==> src/rtl/mdm_pkg.sv <==
package mdm_pkg;
   // Line order shared by the status levels, the change flags and the loopback map.
   localparam int LINE_CTS = 0;
   localparam int LINE_DSR = 1;
   localparam int LINE_RI  = 2;
   localparam int LINE_DCD = 3;
   localparam int NUM_LINES = 4;

   // Control register bit positions.
   localparam int CB_DTR  = 0;
   localparam int CB_RTS  = 1;
   localparam int CB_OUT1 = 2;
   localparam int CB_OUT2 = 3;
   localparam int CB_LOOP = 4;
   localparam int CTRL_BITS = 5;

   typedef logic [NUM_LINES-1:0] line_vec_t;

   // Loopback routing: each status line is fed by one control bit.
   function automatic line_vec_t loop_map(input logic [CTRL_BITS-1:0] c);
      line_vec_t v;
      v[LINE_CTS] = c[CB_RTS];
      v[LINE_DSR] = c[CB_DTR];
      v[LINE_RI]  = c[CB_OUT1];
      v[LINE_DCD] = c[CB_OUT2];
      return v;
   endfunction
endpackage

==> src/rtl/mdm_sync.sv <==
module mdm_sync #(
   parameter int WIDTH   = 4,
   parameter int STAGES  = 2,
   parameter logic [WIDTH-1:0] RST_VAL = '1
) (
   input  logic             clk,
   input  logic             rst,
   input  logic [WIDTH-1:0] d,
   output logic [WIDTH-1:0] q
);
   generate
      if (STAGES < 2) begin : g_bad_stages
         $error("mdm_sync: STAGES must be at least 2");
      end
   endgenerate

   logic [WIDTH-1:0] chain [STAGES];

   always_ff @(posedge clk or posedge rst) begin
      if (rst) chain[0] <= RST_VAL;
      else     chain[0] <= d;
   end

   generate
      for (genvar s = 1; s < STAGES; s++) begin : g_stage
         always_ff @(posedge clk or posedge rst) begin
            if (rst) chain[s] <= RST_VAL;
            else     chain[s] <= chain[s-1];
         end
      end
   endgenerate

   assign q = chain[STAGES-1];
endmodule

==> src/rtl/mdm_ctrl_reg.sv <==
module mdm_ctrl_reg
   import mdm_pkg::*;
#(
   parameter int DATA_W  = 8,
   parameter bit OUT_REG = 1'b0
) (
   input  logic              clk,
   input  logic              rst,
   input  logic              wr,
   input  logic [DATA_W-1:0] wdata,
   output logic [DATA_W-1:0] ctrl_q,
   output logic              loop_on,
   output logic [3:0]        pins_n
);
   localparam logic [DATA_W-1:0] KEEP_MASK = DATA_W'((1 << CTRL_BITS) - 1);

   generate
      if (DATA_W < CTRL_BITS) begin : g_bad_width
         $error("mdm_ctrl_reg: DATA_W too narrow for the control bits");
      end
   endgenerate

   always_ff @(posedge clk or posedge rst) begin
      if (rst)     ctrl_q <= '0;
      else if (wr) ctrl_q <= wdata & KEEP_MASK;
   end

   assign loop_on = ctrl_q[CB_LOOP];

   logic [3:0] drive_n;
   always_comb begin
      drive_n[0] = ~(ctrl_q[CB_DTR]  & ~loop_on);
      drive_n[1] = ~(ctrl_q[CB_RTS]  & ~loop_on);
      drive_n[2] = ~(ctrl_q[CB_OUT1] & ~loop_on);
      drive_n[3] = ~(ctrl_q[CB_OUT2] & ~loop_on);
   end

   generate
      if (OUT_REG) begin : g_out_ff
         always_ff @(posedge clk or posedge rst) begin
            if (rst) pins_n <= '1;
            else     pins_n <= drive_n;
         end
      end else begin : g_out_comb
         assign pins_n = drive_n;
      end
   endgenerate

   // no output is asserted while loopback is selected (combinational variant)
   p_loop_idle_r3: assert property (@(posedge clk) disable iff (rst)
      (loop_on && !OUT_REG) |-> (pins_n == 4'hF));

   // the register only moves on a control write
   p_hold_no_write_r10: assert property (@(posedge clk) disable iff (rst)
      !wr |=> $stable(ctrl_q));
endmodule

==> src/rtl/mdm_status_reg.sv <==
module mdm_status_reg
   import mdm_pkg::*;
(
   input  logic      clk,
   input  logic      rst,
   input  line_vec_t level,
   input  logic      rd_clr,
   output line_vec_t delta,
   output line_vec_t level_q
);
   line_vec_t prev;
   line_vec_t hit;

   generate
      for (genvar i = 0; i < NUM_LINES; i++) begin : g_line
         if (i == LINE_RI) begin : g_trail
            assign hit[i] = prev[i] & ~level[i];
         end else begin : g_any
            assign hit[i] = prev[i] ^ level[i];
         end
      end
   endgenerate

   always_ff @(posedge clk or posedge rst) begin
      if (rst) begin
         prev  <= '0;
         delta <= '0;
      end else begin
         prev  <= level;
         delta <= (rd_clr ? '0 : delta) | hit;
      end
   end

   assign level_q = level;

   // a flag stays set until a status read
   p_sticky_r5: assert property (@(posedge clk) disable iff (rst)
      !rd_clr |=> ((delta & $past(delta)) == $past(delta)));

   // a read with no new change empties the flags
   p_clear_on_read_r7: assert property (@(posedge clk) disable iff (rst)
      (rd_clr && hit == '0) |=> (delta == '0));

   // the ring flag rises only after a 1-to-0 step of the ring level
   p_ring_trailing_r6: assert property (@(posedge clk) disable iff (rst)
      $rose(delta[LINE_RI]) |-> ($past(prev[LINE_RI]) && !$past(level[LINE_RI])));
endmodule

==> src/rtl/mdm_ctl_status.sv <==
module mdm_ctl_status
   import mdm_pkg::*;
#(
   parameter int DATA_W      = 8,
   parameter int SYNC_STAGES = 2,
   parameter bit OUT_REG     = 1'b0
) (
   input  logic              clk,
   input  logic              rst,
   input  logic              wr_en,
   input  logic              rd_en,
   input  logic              reg_sel,
   input  logic [DATA_W-1:0] wdata,
   output logic [DATA_W-1:0] rdata,
   input  logic              msi_en,
   input  logic              cts_n,
   input  logic              dsr_n,
   input  logic              ri_n,
   input  logic              dcd_n,
   output logic              dtr_n,
   output logic              rts_n,
   output logic              out1_n,
   output logic              out2_n,
   output logic              irq
);
   localparam int STAT_BITS = 2 * NUM_LINES;

   generate
      if (DATA_W < STAT_BITS) begin : g_bad_width
         $error("mdm_ctl_status: DATA_W must hold the status byte");
      end
   endgenerate

   logic [DATA_W-1:0] ctrl_q;
   logic              loop_on;
   logic [3:0]        pins_n;

   mdm_ctrl_reg #(.DATA_W(DATA_W), .OUT_REG(OUT_REG)) u_ctrl (
      .clk    (clk),
      .rst    (rst),
      .wr     (wr_en && !reg_sel),
      .wdata  (wdata),
      .ctrl_q (ctrl_q),
      .loop_on(loop_on),
      .pins_n (pins_n)
   );

   assign dtr_n  = pins_n[0];
   assign rts_n  = pins_n[1];
   assign out1_n = pins_n[2];
   assign out2_n = pins_n[3];

   line_vec_t pin_raw_n, pin_sync_n, level_src, level_q, delta;

   always_comb begin
      pin_raw_n[LINE_CTS] = cts_n;
      pin_raw_n[LINE_DSR] = dsr_n;
      pin_raw_n[LINE_RI]  = ri_n;
      pin_raw_n[LINE_DCD] = dcd_n;
   end

   mdm_sync #(.WIDTH(NUM_LINES), .STAGES(SYNC_STAGES), .RST_VAL('1)) u_sync (
      .clk(clk),
      .rst(rst),
      .d  (pin_raw_n),
      .q  (pin_sync_n)
   );

   assign level_src = loop_on ? loop_map(ctrl_q[CTRL_BITS-1:0]) : ~pin_sync_n;

   mdm_status_reg u_stat (
      .clk    (clk),
      .rst    (rst),
      .level  (level_src),
      .rd_clr (rd_en && reg_sel),
      .delta  (delta),
      .level_q(level_q)
   );

   assign rdata = reg_sel ? DATA_W'({level_q, delta}) : ctrl_q;
   assign irq   = msi_en && (delta != '0);

   // a pending request always has an enable and a flag behind it
   p_irq_source_r8: assert property (@(posedge clk) disable iff (rst)
      irq |-> (msi_en && rdata_flags_any()));

   function automatic logic rdata_flags_any();
      return |delta;
   endfunction

   // loopback keeps every output at its idle level one cycle after it is seen
   p_loop_pins_r3: assert property (@(posedge clk) disable iff (rst)
      (loop_on && $past(loop_on)) |-> ({dtr_n, rts_n, out1_n, out2_n} == 4'hF));
endmodule

==> config.mk <==
export PLATFORM = sky130hd
export DESIGN_NAME = mdm_ctl_status
export DESIGN_NICKNAME = d
export VERILOG_FILES = /design/src/rtl/mdm_pkg.sv /design/src/rtl/mdm_sync.sv /design/src/rtl/mdm_ctrl_reg.sv /design/src/rtl/mdm_status_reg.sv /design/src/rtl/mdm_ctl_status.sv
export SDC_FILE = /design/constraint.sdc
export NUM_CORES = 1
export LEC_CHECK = 0
export ABC_AREA = 1
export ABC_CLOCK_PERIOD_IN_PS = 900
export CAP_MARGIN = 20
export CORE_MARGIN = 2
export CORE_UTILIZATION = 40
export DETAILED_ROUTE_END_ITERATION = 8
export DONT_BUFFER_PORTS = 1
export MAX_ROUTING_LAYER = met4
export PLACE_DENSITY_LB_ADDON = 0.2
export SYNTH_ARGS = -nofsm -noshare
export SYNTH_HDL_FRONTEND = slang
export SYNTH_SLANG_ARGS = --single-unit
==> constraint.sdc <==
create_clock -name clk -period 0.9 [get_ports clk]
set_input_delay 0.18 -clock clk [delete_from_list [all_inputs] [get_ports clk]]
set_output_delay 0.18 -clock clk [all_outputs]
set_load 0.01 [all_outputs]
# --- Yosys cells after proc, flatten, opt, wreduce, memory -nomap -nowiden ---
# Index checks and enable logic that the tools add are counted.
op_classes:
  n_addsub: 0
  multipliers: 0
  n_div: 0
  magnitude_cmp: 0
  eq_ne: 0
  n_shift: 0
  muxes: 3
  bitwise_logic: 16
  reduce_logical: 5
op_table:
  columns: ["cell", "count"]
  rows:
  - ["4-bit two-way mux", 2]
  - ["8-bit two-way mux", 1]
  - ["1-bit inverter", 6]
  - ["1-bit AND", 5]
  - ["4-bit inverter", 1]
  - ["4-bit OR", 1]
  - ["4-bit nonzero test", 1]
  - ["1-bit logical AND", 3]
  - ["1-bit bitwise XOR", 3]
  - ["1-bit logical NOT", 1]
word_totals:
  regBits: 21
  latch_bits: 0
  ramBits: 0
  mem_bits_ro: 0
  input_bits: 18
  elab_cells: 29
  memories: 0

# --- Depth between registers and ports, before layout ---
# Gate-level depths: netlist of run 1.
depth:
  ltp_word: 5
  mapped_depth: 6

# --- By module ---
# A second synthesis of run 1 with hierarchy kept.
hier_totals:
  hier_cells: 122
  hier_area_um2: 999.7
by_module_without_submodules:
  columns: ["mod", "n_inst", "cells_each", "area_each_um2", "seq_area_each_um2"]
  rows:
  - ["mdm_status_reg", 1, 35, 325.3, 200.2]
  - ["mdm_sync", 1, 13, 244.0, 210.2]
  - ["mdm_ctrl_reg", 1, 32, 241.5, 125.1]
  - ["mdm_ctl_status", 1, 42, 188.9, 0.0]

# --- Worst setup path after synthesis of run 1 ---
# No wires, ideal clock.
synth_path:
  path_type: "register -> output"
  startpoint: "register u_ctrl.ctrl_q[4]"
  endpoint: "output rdata[4]"
  arrival_time_ns: 0.819
  setup_slack_ns: -0.099
  path_stages_with_launch: 5
  cell_sequence: "dfrtp_1 > buf_6 > inv_4 > buf_6 > o21ai_1"
synth_between:
  elab_chain_len: 2
synth_rtl:
  columns: ["element", "line_no", "rtl"]
  rows:
  - ["start, declared", "mdm_ctrl_reg.sv:11", "output logic [DATA_W-1:0] ctrl_q,"]
  - ["start signal, assigned", "mdm_ctrl_reg.sv:25", "else if (wr) ctrl_q <= wdata & KEEP_MASK;"]
  - ["4-bit two-way mux", "mdm_ctl_status.sv:69", "assign level_src = loop_on ? loop_map(ctrl_q[CTRL_BITS-1:0]) : ~pin_sync_n;"]
  - ["8-bit two-way mux *", "mdm_ctl_status.sv:80", "assign rdata = reg_sel ? DATA_W'({level_q, delta}) : ctrl_q;"]
  - ["end, declared", "mdm_ctl_status.sv:14", "output logic [DATA_W-1:0] rdata,"]
# Mark *: on every way between the ends. The rest lies on a longest branch, timed or not.

# --- Worst setup path in the final report of run 1 ---
layout_path:
  startpoint: "register u_ctrl.ctrl_q[4]"
  endpoint: "output rdata[4]"
layout_between:
  elab_chain_len: 2
layout_rtl:
  columns: ["element", "line_no", "rtl"]
  rows:
  - ["4-bit two-way mux", "mdm_ctl_status.sv:69", null]
  - ["named net level_q[0]", "mdm_ctl_status.sv:53", "line_vec_t pin_raw_n, pin_sync_n, level_src, level_q, delta;"]
  - ["8-bit two-way mux", "mdm_ctl_status.sv:80", null]
# The timed path passes the listed nets, and every way through them passes these cells.

==> key figures, run 1 <==
Clock network
  • CTS tree: done
  • Longest Clk Path Bufs: 2
  • Num Clock Sinks: 21
  • Root Driver: clkbuf_4
  • TritonCTS buffer count: 3
  • H-Tree Depth: 1
  • Clk_lat worst skew: 0.29 ns
  • Clk slew on worst S/H paths: 0.11 ns

Detailed routing
  • ANT nets after route: 0
  • Via/cell ratio: 4.71
  • Final WL: 2.09 mm
  • Via Count: 773
  • # DRC: 0
  • DRT Pass-1 Iters: 4
  • Drt initial violations: 6
  • WL/cell: 12.7 um

Worst hold path
  • Hold_sp: wdata[0]
  • Hold EP: u_ctrl.ctrl_q[0]$_DFFE_PP0P_
  • Hold depth: 2
  • Worst min path class: in -> reg

Synth
  • Synth cell types: 17
  • Main combinational cell family by area after synthesis: simple AND/OR/NAND/NOR gates
  • Post-synth top area cell: dfrtp_1
  • Syn Inst Count: 101
  • Net Count, Synth: 119
  • Yosys top cell area share: 35.9%
  • Synth Area in XOR/XNOR: 0%
  • Cell Area, Synth: 906 sq um
  • Post-synthesis mux area share: 0%
  • Synth Area in Compound Gates: 7.32%
  • Mean post-synth cell area: 8.97 sq um
  • Post-Synth Simple-Gate Area: 25.3%
  • Adder-cell share of the synthesized area: 0%
  • Synth top area cells: dfrtp_1 (36%), dfstp_2 (23%), nand2_1 (13%)
  • Register area share after synthesis: 59.1%
  • Seq cells post-synth: 21
  • YS warnings: 0

Placed design
  • Dpl hpwl: 1.32 mm
  • DP Area: 1080 sq um
  • Buffers on Ports: 0
  • Placer Congestion: 0.773
  • Dpl cells: 143

Setup path
  • R2R cell count: 6
  • FF-to-FF setup slack: -0.20 ns
  • Crit path kind: reg -> out
  • Reg2reg end: u_stat.delta[2]$_DFF_PP0_
  • Worst path required time: 0.72 ns
  • R2R Path Start: u_ctrl.ctrl_q[4]$_DFFE_PP0P_
  • Worst setup EP type: primary output
  • Crit path max fanout: 3
  • Startpoint Class: flop
  • Critical path arrival: 1.18 ns

Power
  • Clock Power Share: 18.0%
  • Power consumption: 0.00243 W
  • Switch share: 31.3%
  • Flop pwr share: 47.5%
  • Int Pwr: 0.00167 W
  • Combinational power share: 34.4%
  • P_sw: 0.000761 W
  • PwrDens: 1760 nW/um^2
  • Peak supply drop: 1.46 mV
  • P_leak: 0.658 nW

STA
  • Post-route clock period utilization: 151%
  • Max frequency: 0.735 GHz
  • Fin crit period: 1.36 ns
  • Slew HR: 82.7%
  • RSZ-0062 raised after global routing: yes
  • Final worst slack: -0.461 ns
  • Hold Fails Final Rpt: 0
  • Worst hold slack: 0.0389 ns
  • # setup viols final: 22
  • Worst-Margin Slew: 0.259 ns
  • Final Skew: 0.00173 ns
  • Slew Viols, Final: 0

Job
  • Max Cap Violations: 0

Die
  • Die W: 51.6 um
  • Height of the die: 51.6 um
  • Initial core utilization: 41.8%
  • IO Count: 31
  • Die ar.: 2660 sq um
  • Floorplan Core Area: 2170 sq um
  • Row cnt: 17

Run status
  • Status: finished with violations
  • Failing checks: negative setup slack

Final layout
  • Finished Core Util: 63.7%
  • Nets: 155
  • Non-Filler Instances: 164
  • Total inserted antenna cells: 0
  • Fin area: 1380 sq um
  • Area grow syn2layout: 52.6%
  • Share of layout cells above drive strength 1: 56.6%

Global route
  • GRT Overall Usage: 18.0%
  • Largest net degree at the start of global routing: 22
  • First-pass GRT wire length: 3.40 mm
  • Antenna violations before repair: 0
  • Total grt overflow: 0
  • Vias in the first global route: 740
-- flip-flops by register name, summed over array words and instances, names as in the netlist --
register	flops
u_sync.q	4
u_sync.chain	4
u_ctrl.ctrl_q	5
u_stat.prev	4
u_stat.delta	4
-- synthesized netlist by cell type --
cell / instances
nand2_1: 31
dfrtp_1: 13
inv_1: 11
dfstp_2: 8
nor2_1: 8
nand3_1: 7
a21oi_1: 4
o21ai_0: 4
nand2_2: 3
nand3b_1: 3
buf_6: 2
o21ai_1: 2
a21boi_0: 1
and2_1: 1
buf_2: 1
inv_4: 1
o21ai_2: 1
-- layout make-up --
type | instances | area (sq um)
timing repair buffer | 34 | 295
fill | 177 | 787
sequential | 21 | 537
clock buffer | 4 | 26.3
tap | 28 | 35.0
multi-input combinational | 65 | 439
inverter | 12 | 50.0
-- how the worst max path moves through the flow --
stage,start,end,depth (start not counted)
floorplan,u_ctrl.ctrl_q[4]$_DFFE_PP0P_,u_stat.delta[0]$_DFF_PP0_,6
global placement,u_ctrl.ctrl_q[4]$_DFFE_PP0P_,rdata[7],4
detailed placement,u_ctrl.ctrl_q[4]$_DFFE_PP0P_,rdata[7],4
CTS,u_ctrl.ctrl_q[4]$_DFFE_PP0P_,rdata[4],5
global route,u_ctrl.ctrl_q[4]$_DFFE_PP0P_,rdata[4],4
finish,u_ctrl.ctrl_q[4]$_DFFE_PP0P_,rdata[4],4
-- critical path: stages (launching register included) --
cell and delay (ns):
dfrtp_2 0.43, buf_6 0.13, o21ai_4 0.15, nand2_2 0.09, o21ai_4 0.08
-- cells by family after synthesis --
logic type,after synthesis
AO/OA/AOI/OAI,12
buffers and inverters,15
flip-flops,21
AND/OR/NAND/NOR,53
-- cell usage in the layout (no fill, tap or decap) --
cell type	n
dlygate4sd3_1	7
buf_6	6
nand2_2	14
clkbuf_1	1
inv_6	1
nand2_1	15
and2_4	1
nand3_1	3
o21ai_2	4
nor2_1	6
nor2_4	2
o21ai_4	2
dfrtp_1	12
dfrtp_2	1
buf_4	21
inv_2	3
a21oi_2	2
clkbuf_4	3
a21oi_1	2
nand3b_1	3
nand2_4	5
a21boi_1	1
inv_1	8
dfstp_2	8
o21ai_1	1
nand3_2	4
-- through the flow --
step / setup WS, ns / TNS, ns
CTS: -0.444 / -5.51
finish: -0.461 / -5.76
global placement: -0.239 / -2.52
global route: -0.521 / -7.10
detailed placement: -0.272 / -3.03
floorplan: -0.0579 / -0.443
-- repair_timing --
| action | in CTS | in global routing |
|---|---|---|
| resized for setup | 32 | 16 |
| endpoints found under the hold margin | 17 | 1 |
| hold buffers | 5 | 2 |
| pin swaps | 7 | 7 |
| buffers inserted | 7 | 3 |
| setup endpoints to repair | 21 | 22 |
-- routing by layer --
metal,GRT usage [%],up-vias,wire (um)
met4,5.26,0,17
met2,28.2,20,1080
met3,4.02,4,87
li1,-,389,-
met1,23.7,360,901
met5,-,-,0
-- power groups by stage --
| stage | clock [W] | sequential (W) | combinational (W) |
|---|---|---|---|
| final | 0.000438 | 0.00116 | 0.000837 |
| after global routing | 0.000510 | 0.00117 | 0.000917 |
| after CTS | 0.000463 | 0.00115 | 0.000714 |
| after detailed placement | 0 | 0.00118 | 0.000531 |
| after global placement | 0 | 0.00117 | 0.000526 |
| after floorplan | 0 | 0.00115 | 0.000368 |
Note: power is estimated with default switching activity, not from simulation.
==> run 2: changes to the inputs <==
--- a/config.mk
+++ b/config.mk
@@ -14,6 +14,7 @@
 export DONT_BUFFER_PORTS = 1
 export MAX_ROUTING_LAYER = met4
 export PLACE_DENSITY_LB_ADDON = 0.2
+export SKIP_CTS_REPAIR_TIMING = 1
 export SYNTH_ARGS = -nofsm -noshare
 export SYNTH_HDL_FRONTEND = slang
 export SYNTH_SLANG_ARGS = --single-unit
==> run 2 against run 1 <==
The flow still finishes with violations (negative setup slack); worst hold slack worse by 0.021 ns; largest cell class unchanged; routed wire length is 9.0% lower; non-clock buffer count is 7 lower; final cell count is 4.3% lower; largest power group unchanged.
==> key figures, run 2 (synthesis results as in run 1) <==
Run status
  • Status: finished with violations
  • Failing checks: negative setup slack

Final layout
  • Share of layout cells above drive strength 1: 49.6% (-7.0 points)
  • Finished Core Util: 60.1% (-3.6 points)
  • Top reg by flops: u_ctrl.ctrl_q
  • Filler instances: 191 (+7.9%)
  • Most common cell after layout, fill and taps aside: nand2_1
  • Max reg flops: 5 (unchanged)
  • Total inserted antenna cells: 0 (unchanged)
  • Area grow syn2layout: 44.1%
  • Nets: 148 (-4.5%)
  • Fin area: 1310 sq um (-5.6%)
  • Most frequent cells in the layout: nand2_1 (20), buf_4 (15), dfrtp_1 (11)
  • Reg area: 538 sq um (+0.23%)
  • Multi-input gate area: 417 sq um (-5.1%)

Die
  • Die W: 51.6 um (unchanged)
  • Initial core utilization: 41.8% (unchanged)
  • IO Count: 31 (unchanged)
  • Floorplan Core Area: 2170 sq um (unchanged)
  • Die ar.: 2660 sq um (unchanged)
  • Row cnt: 17 (unchanged)
  • Height of the die: 51.6 um (unchanged)

Power
  • P_leak: 0.635 nW (-3.6%)
  • P_sw: 0.000723 W (-5.0%)
  • Peak supply drop: 1.23 mV (-16%)
  • Clock Power Share: 18.8% (+0.8 points)
  • Power consumption: 0.00234 W (-3.9%)
  • PwrDens: 1790 nW/um^2 (+1.9%)
  • Combinational power share: 31.3% (-3.1 points)
  • Switch share: 30.9% (-0.37 points)
  • Flop pwr share: 49.9% (+2.4 points)
  • Int Pwr: 0.00161 W (-3.3%)

Placed design
  • Placer Congestion: 0.773 (unchanged)
  • DP Area: 1080 sq um (unchanged)
  • Dpl hpwl: 1.32 mm (unchanged)
  • Buffers on Ports: 0 (unchanged)

STA
  • Slew Viols, Final: 0 (unchanged)
  • Max frequency: 0.709 GHz (-3.4%)
  • # setup viols final: 18 (-18%)
  • RSZ-0062 raised after global routing: yes
  • Final worst slack: -0.510 ns (-0.0485 ns)
  • Worst-Margin Slew: 0.258 ns (-0.00107 ns)
  • Final Skew: 0.00350 ns (+0.00177 ns)
  • Hold Fails Final Rpt: 0 (unchanged)
  • Slew HR: 82.8% (+0.090 points)
  • Fin Setup TNS: -5.22 ns (+0.538 ns)
  • Fin crit period: 1.41 ns (+0.0485 ns)
  • Post-route clock period utilization: 157% (+5.4 points)

Global route
  • Total grt overflow: 0 (unchanged)
  • First-pass GRT wire length: 2.96 mm (-13%)
  • Vias in the first global route: 672 (-9.2%)
  • GRT Overall Usage: 15.5% (-2.5 points)
  • Antenna violations before repair: 0 (unchanged)
  • Largest net degree at the start of global routing: 22 (unchanged)

Setup path
  • R2R Path Start: u_ctrl.ctrl_q[4]$_DFFE_PP0P_
  • Crit path kind: reg -> out
  • Crit path max fanout: 6 (+3)
  • Worst path required time: 0.72 ns (about the same)
  • Startpoint Class: flop
  • Critical path arrival: 1.23 ns (+0.05 ns)
  • Worst setup EP type: primary output
  • FF-to-FF setup slack: -0.22 ns (-0.02 ns)
  • R2R cell count: 6 (unchanged)
  • Reg2reg end: u_stat.delta[0]$_DFF_PP0_

Clock network
  • Clk slew on worst S/H paths: 0.11 ns (about the same)
  • H-Tree Depth: 1 (unchanged)
  • TritonCTS buffer count: 3 (unchanged)
  • Root Driver: clkbuf_4
  • Num Clock Sinks: 21 (unchanged)
  • Longest Clk Path Bufs: 2 (unchanged)
  • CTS tree: done
  • Clk_lat worst skew: 0.29 ns (about the same)

Worst hold path
  • Worst min path class: in -> reg
  • Hold EP: u_ctrl.ctrl_q[2]$_DFFE_PP0P_
  • Hold_sp: wdata[2]
  • Hold depth: 2 (unchanged)

Detailed routing
  • WL/cell: 12.1 um (-4.9%)
  • Via Count: 729 (-5.7%)
  • ANT nets after route: 0 (unchanged)
  • Final WL: 1.90 mm (-9.0%)
  • Drt initial violations: 16 (+10)
  • Via/cell ratio: 4.64 (-1.5%)
  • # DRC: 0 (unchanged)
  • DRT Pass-1 Iters: 4 (unchanged)

Job
  • Max Cap Violations: 0 (unchanged)
[run 2: layout make-up]
| class | count | share of cell area, % |
|---|---|---|
| Sequential cell | 21 | 41.2 |
| Multi-Input combinational cell | 65 | 31.9 |
| Timing Repair Buffer | 27 | 18.5 |
| Inverter | 12 | 3.64 |
| Tap cell | 28 | 2.68 |
| Clock buffer | 4 | 2.01 |
[run 2: stage by stage]
stage	setup slack (ns)	hold slack, ns	std cells
after floorplan	-0.0579	0.151	101
after global placement	-0.239	0.112	143
after detailed placement	-0.272	0.115	143
after CTS	-0.614	-0.221	147
after global routing	-0.580	-0.00836	157
final	-0.510	0.0176	157
[run 2: per-layer routing]
| metal | part of all wire, % | global-route usage [%] |
|---|---|---|
| met5 | 0 | - |
| met2 | 48 | 23.1 |
| met1 | 48 | 20.9 |
| met3 | 3.6 | 3.74 |
| met4 | 0.26 | 5.26 |
[run 2: power groups by stage]
| stage | registers, W | clock network [W] | logic (W) |
|---|---|---|---|
| finish | 0.00117 | 0.000440 | 0.000731 |
| global route | 0.00119 | 0.000508 | 0.000805 |
| CTS | 0.00116 | 0.000464 | 0.000533 |
| detailed placement | 0.00118 | 0 | 0.000531 |
| global placement | 0.00117 | 0 | 0.000526 |
| floorplan | 0.00115 | 0 | 0.000368 |
[run 2: worst max-delay path by stage]
stage	startpoint	end	cells past startpoint
5_1_grt	u_ctrl.ctrl_q[4]$_DFFE_PP0P_	rdata[4]	4
6_report	u_ctrl.ctrl_q[4]$_DFFE_PP0P_	rdata[4]	4
4_1_cts	u_ctrl.ctrl_q[4]$_DFFE_PP0P_	rdata[7]	4
2_1_floorplan	u_ctrl.ctrl_q[4]$_DFFE_PP0P_	u_stat.delta[0]$_DFF_PP0_	6
3_5_place_dp	u_ctrl.ctrl_q[4]$_DFFE_PP0P_	rdata[7]	4
3_3_place_gp	u_ctrl.ctrl_q[4]$_DFFE_PP0P_	rdata[7]	4
[run 2: critical path, stage by stage, from the launching register on]
cell and delay, ns:
dfrtp_2 0.48, buf_6 0.16, o21ai_4 0.13, nand2_2 0.08
o21ai_4 0.08
==> run 3: changes to the inputs <==
--- a/config.mk
+++ b/config.mk
@@ -13,7 +13,6 @@
 export DETAILED_ROUTE_END_ITERATION = 8
 export DONT_BUFFER_PORTS = 1
 export MAX_ROUTING_LAYER = met4
-export PLACE_DENSITY_LB_ADDON = 0.2
 export SKIP_CTS_REPAIR_TIMING = 1
 export SYNTH_ARGS = -nofsm -noshare
 export SYNTH_HDL_FRONTEND = slang
==> constraint.sdc (replaced) <==
create_clock -name clk -period 0.9 [get_ports clk]
set_input_delay 0.135 -clock clk [delete_from_list [all_inputs] [get_ports clk]]
set_output_delay 0.135 -clock clk [all_outputs]
set_load 0.01 [all_outputs]
==> run 3 against run 2 <==
The run ends with negative hold slack, negative setup slack left; fmax up 4.1%; clock power up 1%; non-clock buffer count up 1; worst hold slack worse by 0.027 ns; worst setup slack better by 0.056 ns; register-to-register slack worse by 0.03 ns; clock skew down 0.0021 ns; combinational power up 11%; count of clock-buffer cells in the layout unchanged.
==> key figures, run 3 (synthesis results as in run 1) <==
Run status
  • Status: finished with violations
  • Failing checks: negative hold slack, negative setup slack

Setup path
  • CP startpoint: u_ctrl.ctrl_q[4]$_DFFE_PP0P_
  • Critical path arrival: 1.22 ns (about the same)
  • Startpoint Class: flop
  • Crit path kind: reg -> out
  • Crit path max fanout: 5 (-1)
  • Worst path required time: 0.76 ns (+0.04 ns)
  • R2R Path Start: u_ctrl.ctrl_q[4]$_DFFE_PP0P_
  • Worst setup EP type: primary output

STA
  • Max frequency: 0.738 GHz (+4.1%)
  • Worst hold slack: -0.00950 ns (-0.0271 ns)
  • Hold Fails Final Rpt: 1 (+1)
  • # setup viols final: 20 (+2)
  • Slew Viols, Final: 0 (unchanged)
  • Final Skew: 0.00137 ns (-0.00213 ns)
  • Post-route clock period utilization: 150% (-6.2 points)
  • Worst-Margin Slew: 0.257 ns (-0.00139 ns)
  • Fin crit period: 1.35 ns (-0.0556 ns)
  • Final worst slack: -0.454 ns (+0.0556 ns)
  • Slew HR: 82.9% (+0.093 points)
  • RSZ-0062 raised after global routing: yes

Detailed routing
  • # DRC: 0 (unchanged)
  • Via/cell ratio: 4.85 (+4.4%)
  • Final WL: 2.12 mm (+12%)
  • Drt initial violations: 7 (-9)
  • Via Count: 766 (+5.1%)
  • ANT nets after route: 0 (unchanged)
  • WL/cell: 13.4 um (+11%)
  • DRT Pass-1 Iters: 4 (unchanged)

Clock network
  • CTS tree: done
  • H-Tree Depth: 1 (unchanged)
  • TritonCTS buffer count: 3 (unchanged)
  • Root Driver: clkbuf_4
  • Num Clock Sinks: 21 (unchanged)
  • Longest Clk Path Bufs: 2 (unchanged)
  • Clk slew on worst S/H paths: 0.11 ns (about the same)
  • Clk_lat worst skew: 0.29 ns (about the same)

Final layout
  • Multi-input gate area: 447 sq um (+7.2%)
  • Most frequent cells in the layout: nand2_1 (16), dfrtp_1 (12), buf_4 (11), nand2_2 (10), dlygate4sd3_1 (9)
  • Finished Core Util: 63.5% (+3.3 points)
  • Nets: 149 (+0.68%)
  • Total inserted antenna cells: 0 (unchanged)
  • Top reg by flops: u_ctrl.ctrl_q
  • Reg area: 537 sq um (-0.23%)
  • Filler instances: 185 (-3.1%)
  • Share of layout cells above drive strength 1: 53.8% (+4.2 points)
  • Area grow syn2layout: 52.1%
  • Most common cell after layout, fill and taps aside: nand2_1
  • Max reg flops: 5 (unchanged)

Global route
  • First-pass GRT wire length: 3.13 mm (+5.6%)
  • GRT Overall Usage: 16.1% (+0.59 points)
  • Total grt overflow: 0 (unchanged)
  • Antenna violations before repair: 0 (unchanged)
  • Vias in the first global route: 687 (+2.2%)
  • Largest net degree at the start of global routing: 22 (unchanged)

Power
  • P_leak: 0.660 nW (+4.1%)
  • Combinational power share: 33.4% (+2.1 points)
  • P_sw: 0.000783 W (+8.4%)
  • Power consumption: 0.00243 W (+3.9%)
  • Clock Power Share: 18.4% (-0.4 points)
  • Int Pwr: 0.00164 W (+1.8%)
  • Flop pwr share: 48.2% (-1.7 points)
  • Peak supply drop: 1.23 mV (about the same)
  • PwrDens: 1760 nW/um^2 (-1.6%)
  • Switch share: 32.3% (+1.4 points)

Placed design
  • Dpl ws: -0.201 ns (+0.0716 ns)
  • Dpl hpwl: 1.35 mm (+2.4%)
  • Buffers on Ports: 0 (unchanged)
  • Placer Congestion: 0.761 (-1.6%)

Worst hold path
  • Worst min path class: in -> reg
  • Hold_sp: wdata[0]

Die
  • Floorplan Core Area: 2170 sq um (unchanged)
  • Initial core utilization: 41.8% (unchanged)
  • Die W: 51.6 um (unchanged)
  • Die ar.: 2660 sq um (unchanged)
  • Row cnt: 17 (unchanged)
  • Height of the die: 51.6 um (unchanged)
  • IO Count: 31 (unchanged)

Job
  • Max Cap Violations: 0 (unchanged)
[run 3: cell types whose count changed in the layout (fill, tap and decap cells not counted), sizes merged]
cell,delta
inv,-1
clkinv,+1
buf,-3
dlygate4sd3,+4
[run 3: area by class of cell]
cell class / instances / area share (%)
clock buffer: 4 / 1.91
inverter: 12 / 4.18
timing repair buffer: 28 / 20.0
tap: 28 / 2.54
multi-input combinational: 65 / 32.4
sequential: 21 / 39.0
[run 3: per-layer routing]
metal  track usage [%]  vias to the layer above  wire, um
li1                  -                      372         -
met1              21.9                      370       904
met2              25.0                       20      1100
met3              2.87                        4        83
met4              4.39                        0        28
met5                 -                        -         0
[run 3: power by group through the flow]
| stage | logic [W] | registers, W | clock network, W |
|---|---|---|---|
| floorplan | 0.000353 | 0.00115 | 0 |
| global placement | 0.000462 | 0.00117 | 0 |
| detailed placement | 0.000467 | 0.00118 | 0 |
| CTS | 0.000469 | 0.00117 | 0.000453 |
| global route | 0.000886 | 0.00118 | 0.000502 |
| finish | 0.000811 | 0.00117 | 0.000446 |
[run 3: final timing paths]
path / endpoint / slack [ns] / cells past startpoint
setup reg to reg: u_stat.delta[1]$_DFF_PP0_ / -0.25 / 7
setup / recovery: rdata[6] / -0.45 / 3
hold reg to reg: u_sync.q[3]$_DFF_PP1_ / 0.36 / 0
min in group asynchronous: u_stat.prev[0]$_DFF_PP0_ / 0.30 / 3
hold / removal: u_ctrl.ctrl_q[0]$_DFFE_PP0P_ / -0.009 / 2
max in group asynchronous: u_sync.q[2]$_DFF_PP1_ / 0.34 / 3
[run 3: worst max-delay path, stage by stage, from the launching register on]
cell and delay (ns):
dfrtp_2 0.47, buf_6 0.15, o21ai_4 0.14, and2_4 0.17
[run 3: through the flow]
| step | hold WS [ns] | setup TNS (ns) | area [sq um] | instances |
|---|---|---|---|---|
| global route | 0.00657 | -6.30 | 1380 | 158 |
| detailed placement | 0.0714 | -1.88 | 1020 | 138 |
| finish | -0.00950 | -5.27 | 1380 | 158 |
| CTS | -0.257 | -6.13 | 1050 | 142 |
| global placement | 0.0683 | -1.39 | 1020 | 138 |
| floorplan | 0.106 | -0.103 | 927 | 101 |
